## config.mk

```make
export PLATFORM = sky130hd
export DESIGN_NAME = zero_home_ring
export DESIGN_NICKNAME = d
export VERILOG_FILES = /design/src/rtl/ring_pkg.sv /design/src/rtl/ring_feedback.sv /design/src/rtl/ring_shift.sv /design/src/rtl/phase_decode.sv /design/src/rtl/zero_home_ring.sv
export SDC_FILE = /design/constraint.sdc
export NUM_CORES = 1
export LEC_CHECK = 0
export BUFFER_PORTS_ARGS = -buffer_cell sky130_fd_sc_hd__buf_4
export CAP_MARGIN = 40
export CORE_AREA = 5 5 42 44
export CTS_BUF_LIST = sky130_fd_sc_hd__clkbuf_2 sky130_fd_sc_hd__clkbuf_4 sky130_fd_sc_hd__clkbuf_8
export CTS_CLUSTER_DIAMETER = 80
export DETAILED_ROUTE_END_ITERATION = 16
export DIE_AREA = 0 0 47 49
export PLACE_DENSITY = 0.43
export REMOVE_ABC_BUFFERS = 1
export SLEW_MARGIN = 20
export SYNTH_ARGS = -nofsm -noshare
export SYNTH_HDL_FRONTEND = slang
export SYNTH_SLANG_ARGS = --single-unit
```

## constraint.sdc

```tcl
create_clock -name clk -period 1.4 [get_ports clk]
set_input_delay 0.14 -clock clk [delete_from_list [all_inputs] [get_ports clk]]
set_output_delay 0.14 -clock clk [all_outputs]
set_load 0.05 [all_outputs]
```

## src/rtl/ring_pkg.sv

```systemverilog
package ring_pkg;
  // number of flip-flops needed for a zero-home ring of the given state count
  function automatic int unsigned ring_bits(input int unsigned states);
    return states - 1;
  endfunction

  // width of a counter able to hold values 0..states
  function automatic int unsigned run_count_bits(input int unsigned states);
    return $clog2(states + 1) + 1;
  endfunction
endpackage

```

## src/rtl/ring_feedback.sv

```systemverilog
module ring_feedback #(
  parameter int unsigned W = 3
) (
  input  logic [W-1:0] cur_state,
  output logic         feed_bit
);
  // NOR of all stages: an empty register injects a 1 into the first stage
  function automatic logic nor_all(input logic [W-1:0] v);
    return ~(|v);
  endfunction

  always_comb feed_bit = nor_all(cur_state);
endmodule

```

## src/rtl/ring_shift.sv

```systemverilog
module ring_shift #(
  parameter int unsigned W = 3
) (
  input  logic         clk,
  input  logic         rst,
  input  logic         feed_bit,
  input  logic [W-1:0] upset_mask,
  output logic [W-1:0] state_q,
  output logic [W-1:0] state_next
);
  logic [W-1:0] shifted;
  logic         rst_d_q;

  genvar g;
  generate
    for (g = 0; g < W; g++) begin : g_stage
      if (g == 0) begin : g_first
        always_comb shifted[g] = feed_bit;
      end else begin : g_rest
        always_comb shifted[g] = state_q[g-1];
      end
      always_comb state_next[g] = rst ? 1'b0 : (shifted[g] ^ upset_mask[g]);
      always_ff @(posedge clk) state_q[g] <= state_next[g];
    end
  endgenerate

  always_ff @(posedge clk) rst_d_q <= rst;

  always @(posedge clk) begin
    if (rst_d_q) begin
      assert_reset_home_R1: assert (state_q == '0)
        else $error("state not home after reset");
    end
  end

  assert_shift_up_R4: assert property (@(posedge clk) disable iff (rst)
    (upset_mask == '0) |=> (state_q[W-1:1] == $past(state_q[W-2:0])));
endmodule

```

## src/rtl/phase_decode.sv

```systemverilog
module phase_decode #(
  parameter int unsigned W = 3
) (
  input  logic         clk,
  input  logic         rst,
  input  logic [W-1:0] state_next,
  output logic         phase1_q,
  output logic         phase2_q
);
  function automatic logic only_bit(input logic [W-1:0] v, input int unsigned idx);
    logic [W-1:0] code;
    code      = '0;
    code[idx] = 1'b1;
    return v == code;
  endfunction

  // decode the value being loaded so the phases line up with the state
  always_ff @(posedge clk) begin
    if (rst) begin
      phase1_q <= 1'b0;
      phase2_q <= 1'b0;
    end else begin
      phase1_q <= only_bit(state_next, 0);
      phase2_q <= only_bit(state_next, W - 1);
    end
  end
endmodule

```

## src/rtl/zero_home_ring.sv

```systemverilog
module zero_home_ring
  import ring_pkg::*;
#(
  parameter int unsigned NUM_STATES = 4
) (
  input  logic                      clk,
  input  logic                      rst,
  input  logic [NUM_STATES-2:0]     fault_mask,
  output logic [NUM_STATES-2:0]     state,
  output logic                      phase1,
  output logic                      phase2
);
  localparam int unsigned W  = ring_bits(NUM_STATES);
  localparam int unsigned CW = run_count_bits(NUM_STATES);
  localparam logic [W-1:0] FIRST_CODE = W'(1);
  localparam logic [W-1:0] LAST_CODE  = W'(1) << (W - 1);

  logic         feed_bit;
  logic [W-1:0] state_next;

  ring_feedback #(.W(W)) u_feedback (
    .cur_state (state),
    .feed_bit  (feed_bit)
  );

  ring_shift #(.W(W)) u_shift (
    .clk        (clk),
    .rst        (rst),
    .feed_bit   (feed_bit),
    .upset_mask (fault_mask),
    .state_q    (state),
    .state_next (state_next)
  );

  phase_decode #(.W(W)) u_phase (
    .clk        (clk),
    .rst        (rst),
    .state_next (state_next),
    .phase1_q   (phase1),
    .phase2_q   (phase2)
  );

  // consecutive non-home states loaded without an injected upset
  logic [CW-1:0] run_cnt_q;
  always_ff @(posedge clk) begin
    if (rst || (fault_mask != '0)) run_cnt_q <= '0;
    else if (state_next != '0)     run_cnt_q <= run_cnt_q + 1'b1;
    else                           run_cnt_q <= '0;
  end

  assert_home_restart_R3: assert property (@(posedge clk) disable iff (rst)
    (state == '0 && fault_mask == '0) |=> (state == FIRST_CODE));

  assert_flush_bound_R5: assert property (@(posedge clk) disable iff (rst)
    run_cnt_q <= CW'(W));

  assert_phase_match_R6: assert property (@(posedge clk) disable iff (rst)
    (phase1 == (state == FIRST_CODE)) && (phase2 == (state == LAST_CODE)));

  assert_phase_exclusive_R7: assert property (@(posedge clk) disable iff (rst)
    !(phase1 && phase2));

  assert_phase_gap_R7: assert property (@(posedge clk) disable iff (rst)
    phase1 |=> !phase2);
endmodule

```

==> parameters.txt <==
Parameter                              Value

Clock tree
  Clock latency reported for the late side of the worst-skew pair ... 0.24 ns
  Total CTS buffers ... 3
  Number of hold buffers added after cts ... 0
  Setup bufs post-CTS ... 0
  Level count of the clock H-tree ... 1
  Clock tree from TritonCTS ... done
  Clock Path Buffers ... 2
  Count of cells resized by post-cts repair ... 0
  Root buf cell ... clkbuf_4
  Clock-pin slew on the worst setup and hold paths ... 0.05 ns
  Number of clock sinks seen by CTS ... 5

Synth
  Post-synthesis instance area ... 178 sq um
  Count of warnings emitted by yosys ... 0
  Post-synth cell types ... 8
  Number of synthesized register bits ... 5
  Average size of a mapped cell ... 12.7 sq um
  Seq/Total Area, Yosys ... 0.563
  Cell count after synthesis ... 14

Critical path
  Worst endpoint required time ... 1.55 ns
  Endpoint class of the critical path ... flop
  Crit path DAT ... 1.20 ns
  Kind of launch point of the worst setup path ... flop
  Reg2Reg Setup Slack ... 0.35 ns
  Highest net fanout along the worst path ... 3
  Worst Setup Path Type ... reg -> reg

Run status
  Status ... finished clean

Floorplanning
  Overall die area ... 2300 sq um
  Ports placed on the boundary ... 10
  Row Count ... 14
  Die extent in y ... 49 microns
  Die extent in x ... 47 microns
  Initial core utilization ... 0.127
  Core Footprint ... 1400 sq um

Timing
  Slew of the pin with the lowest slew margin ... 0.307 ns
  Min setup slack post-route ... 0.346 ns
  Clock skew ... 0.00169 ns
  Max-Slew Margin vs Limit ... 0.795
  Final max-slew violation count ... 0
  RSZ-0062 raised after global routing ... no
  Count of final setup violators ... 0
  Final cycle utilization of the critical path ... 0.753
  Hold violation total from the final report ... 0
  Clock period minus worst slack ... 1.05 ns
  Setup total negative slack ... 0 ns
  Timing-limited maximum frequency ... 949 MHz

Final layout
  Proportion of layout cells with a drive suffix above 1 ... 0.593
  Final-stage net count ... 33
  Antenna cell count ... 0
  Layout area overhead ... 66.2%
  Number of standard cells in the layout, taps in and fillers out ... 43

Detailed routing
  Iteration-0 DRC count of the detailed router ... 3
  Total wire length after detailed routing ... 397 microns
  DRC violations left ... 0
  Number of antenna-violating nets in the routed design ... 0
  Final routed wire length divided by cell count ... 9.23 microns
  Number of iterations in the first detailed-routing pass ... 2
  Vias after detailed routing ... 144
  Via count normalized by instance count ... 3.35

Global route
  Initial antenna violation count ... 0
  Overflow left after global routing ... 0
  Via count of the first global-routing pass ... 186
  Wire length of the first global-routing pass ... 703 microns
  Pin count of the biggest net entering global routing ... 6
  Total routing resource utilization after global routing ... 0.0472

Place
  Sum of net half-perimeters after detailed placement ... 297 microns
  Placement Setup Slack ... 0.351 ns
  Total instance count after detailed placement ... 39
  Placer Congestion ... 0.667
  Total of buffers placed on input and output ports ... 9

Power
  Combinational group share of total power ... 0.305
  Relative contribution of sequential cells to total power ... 0.337
  P_leak ... 0.126 nW
  Pwr/cell area ... 1780 nW/um^2
  Worst-case vdd ir drop ... 0.732 mV
  Switching part of the total power ... 0.340
  Part of the power in the clock network ... 0.358
  Sw Pwr ... 0.000179 W
  Internal power component ... 0.000346 W

Min path
  Min-Delay Path Class ... in -> reg

Job
  Max Cap Viol ... 0
[routing by layer]
layer,wire [microns],GRT usage,up-vias
met5,0,0,-
met4,0,0.0553,0
met3,68,0.0332,0
met2,133,0.0452,10
met1,195,0.0574,62
li1,-,-,72
[worst max-delay path, stage by stage (launching register included)]
cell and delay, ns:
dfxtp_1 0.32, nor3_2 0.19, xnor2_1 0.20, nor4b_2 0.25
[cell usage after synthesis (all sizes together)]
library cell / number / area, sq um
xnor2: 2 / 17.5
xor2: 1 / 8.76
nor3: 1 / 10.0
nor4b: 1 / 15.0
nor2b: 1 / 6.26
dfxtp: 5 / 100
nor2: 2 / 7.51
nor4: 1 / 12.5
[flip-flops by register name, indices dropped and copies added (netlist names)]
name and flops:
u_phase.phase1_q 1, u_shift.state_q 3, u_phase.phase2_q 1
[power groups by stage]
stage,Clock (W),Combinational [W],Sequential (W)
final,0.000188,0.000160,0.000177
after global routing,0.000211,0.000168,0.000179
after CTS,0.000197,0.000162,0.000177
after floorplan,0,0.0000467,0.000243
after global placement,0,0.000162,0.000178
after detailed placement,0,0.000161,0.000179
[logic make-up (layout without fill, tap and decap cells)]
group	after synthesis	after routing	synth area share
buffers and inverters	0	13	0
XOR/XNOR	3	3	0.148
AND/OR/NAND/NOR	6	6	0.289
flip-flops	5	5	0.563
[path summary, 6_finish.rpt]
path	startpoint	end	cells past startpoint
worst min-delay path	rst	u_shift.state_q[1]	2
worst min register to register	u_shift.state_q[1]	u_phase.phase2_q	2
worst max register to register	u_shift.state_q[2]	u_phase.phase2_q	3
worst max-delay path	u_shift.state_q[2]	u_phase.phase2_q	3
[area by class of cell]
type | instances | area [sq um]
multi-input cells | 9 | 77.6
flip-flops and latches | 5 | 100
clock buffers | 4 | 30.0
fillers | 169 | 1110
repair buffers | 9 | 67.6
well taps | 16 | 20.0
[metrics by stage]
step	instance area (sq um)	total power (W)	utilization	hold WS (ns)
after global placement	265	0.000340	0.189	0.354
after CTS	295	0.000536	0.211	0.0944
after floorplan	178	0.000290	-	0.211
final	295	0.000525	0.211	0.104
after global routing	295	0.000558	0.211	0.102
after detailed placement	265	0.000340	0.189	0.353
[cells in the final DEF, fill, tap and decap left out]
cell type and instances:
buf_4 9, clkbuf_4 4, dfxtp_1 5, nor2_1 2, nor2b_1 1, nor3_2 1, nor4_2 1, nor4b_2 1
xnor2_1 2, xor2_1 1
No activity file was read; power rests on OpenSTA's default activity.
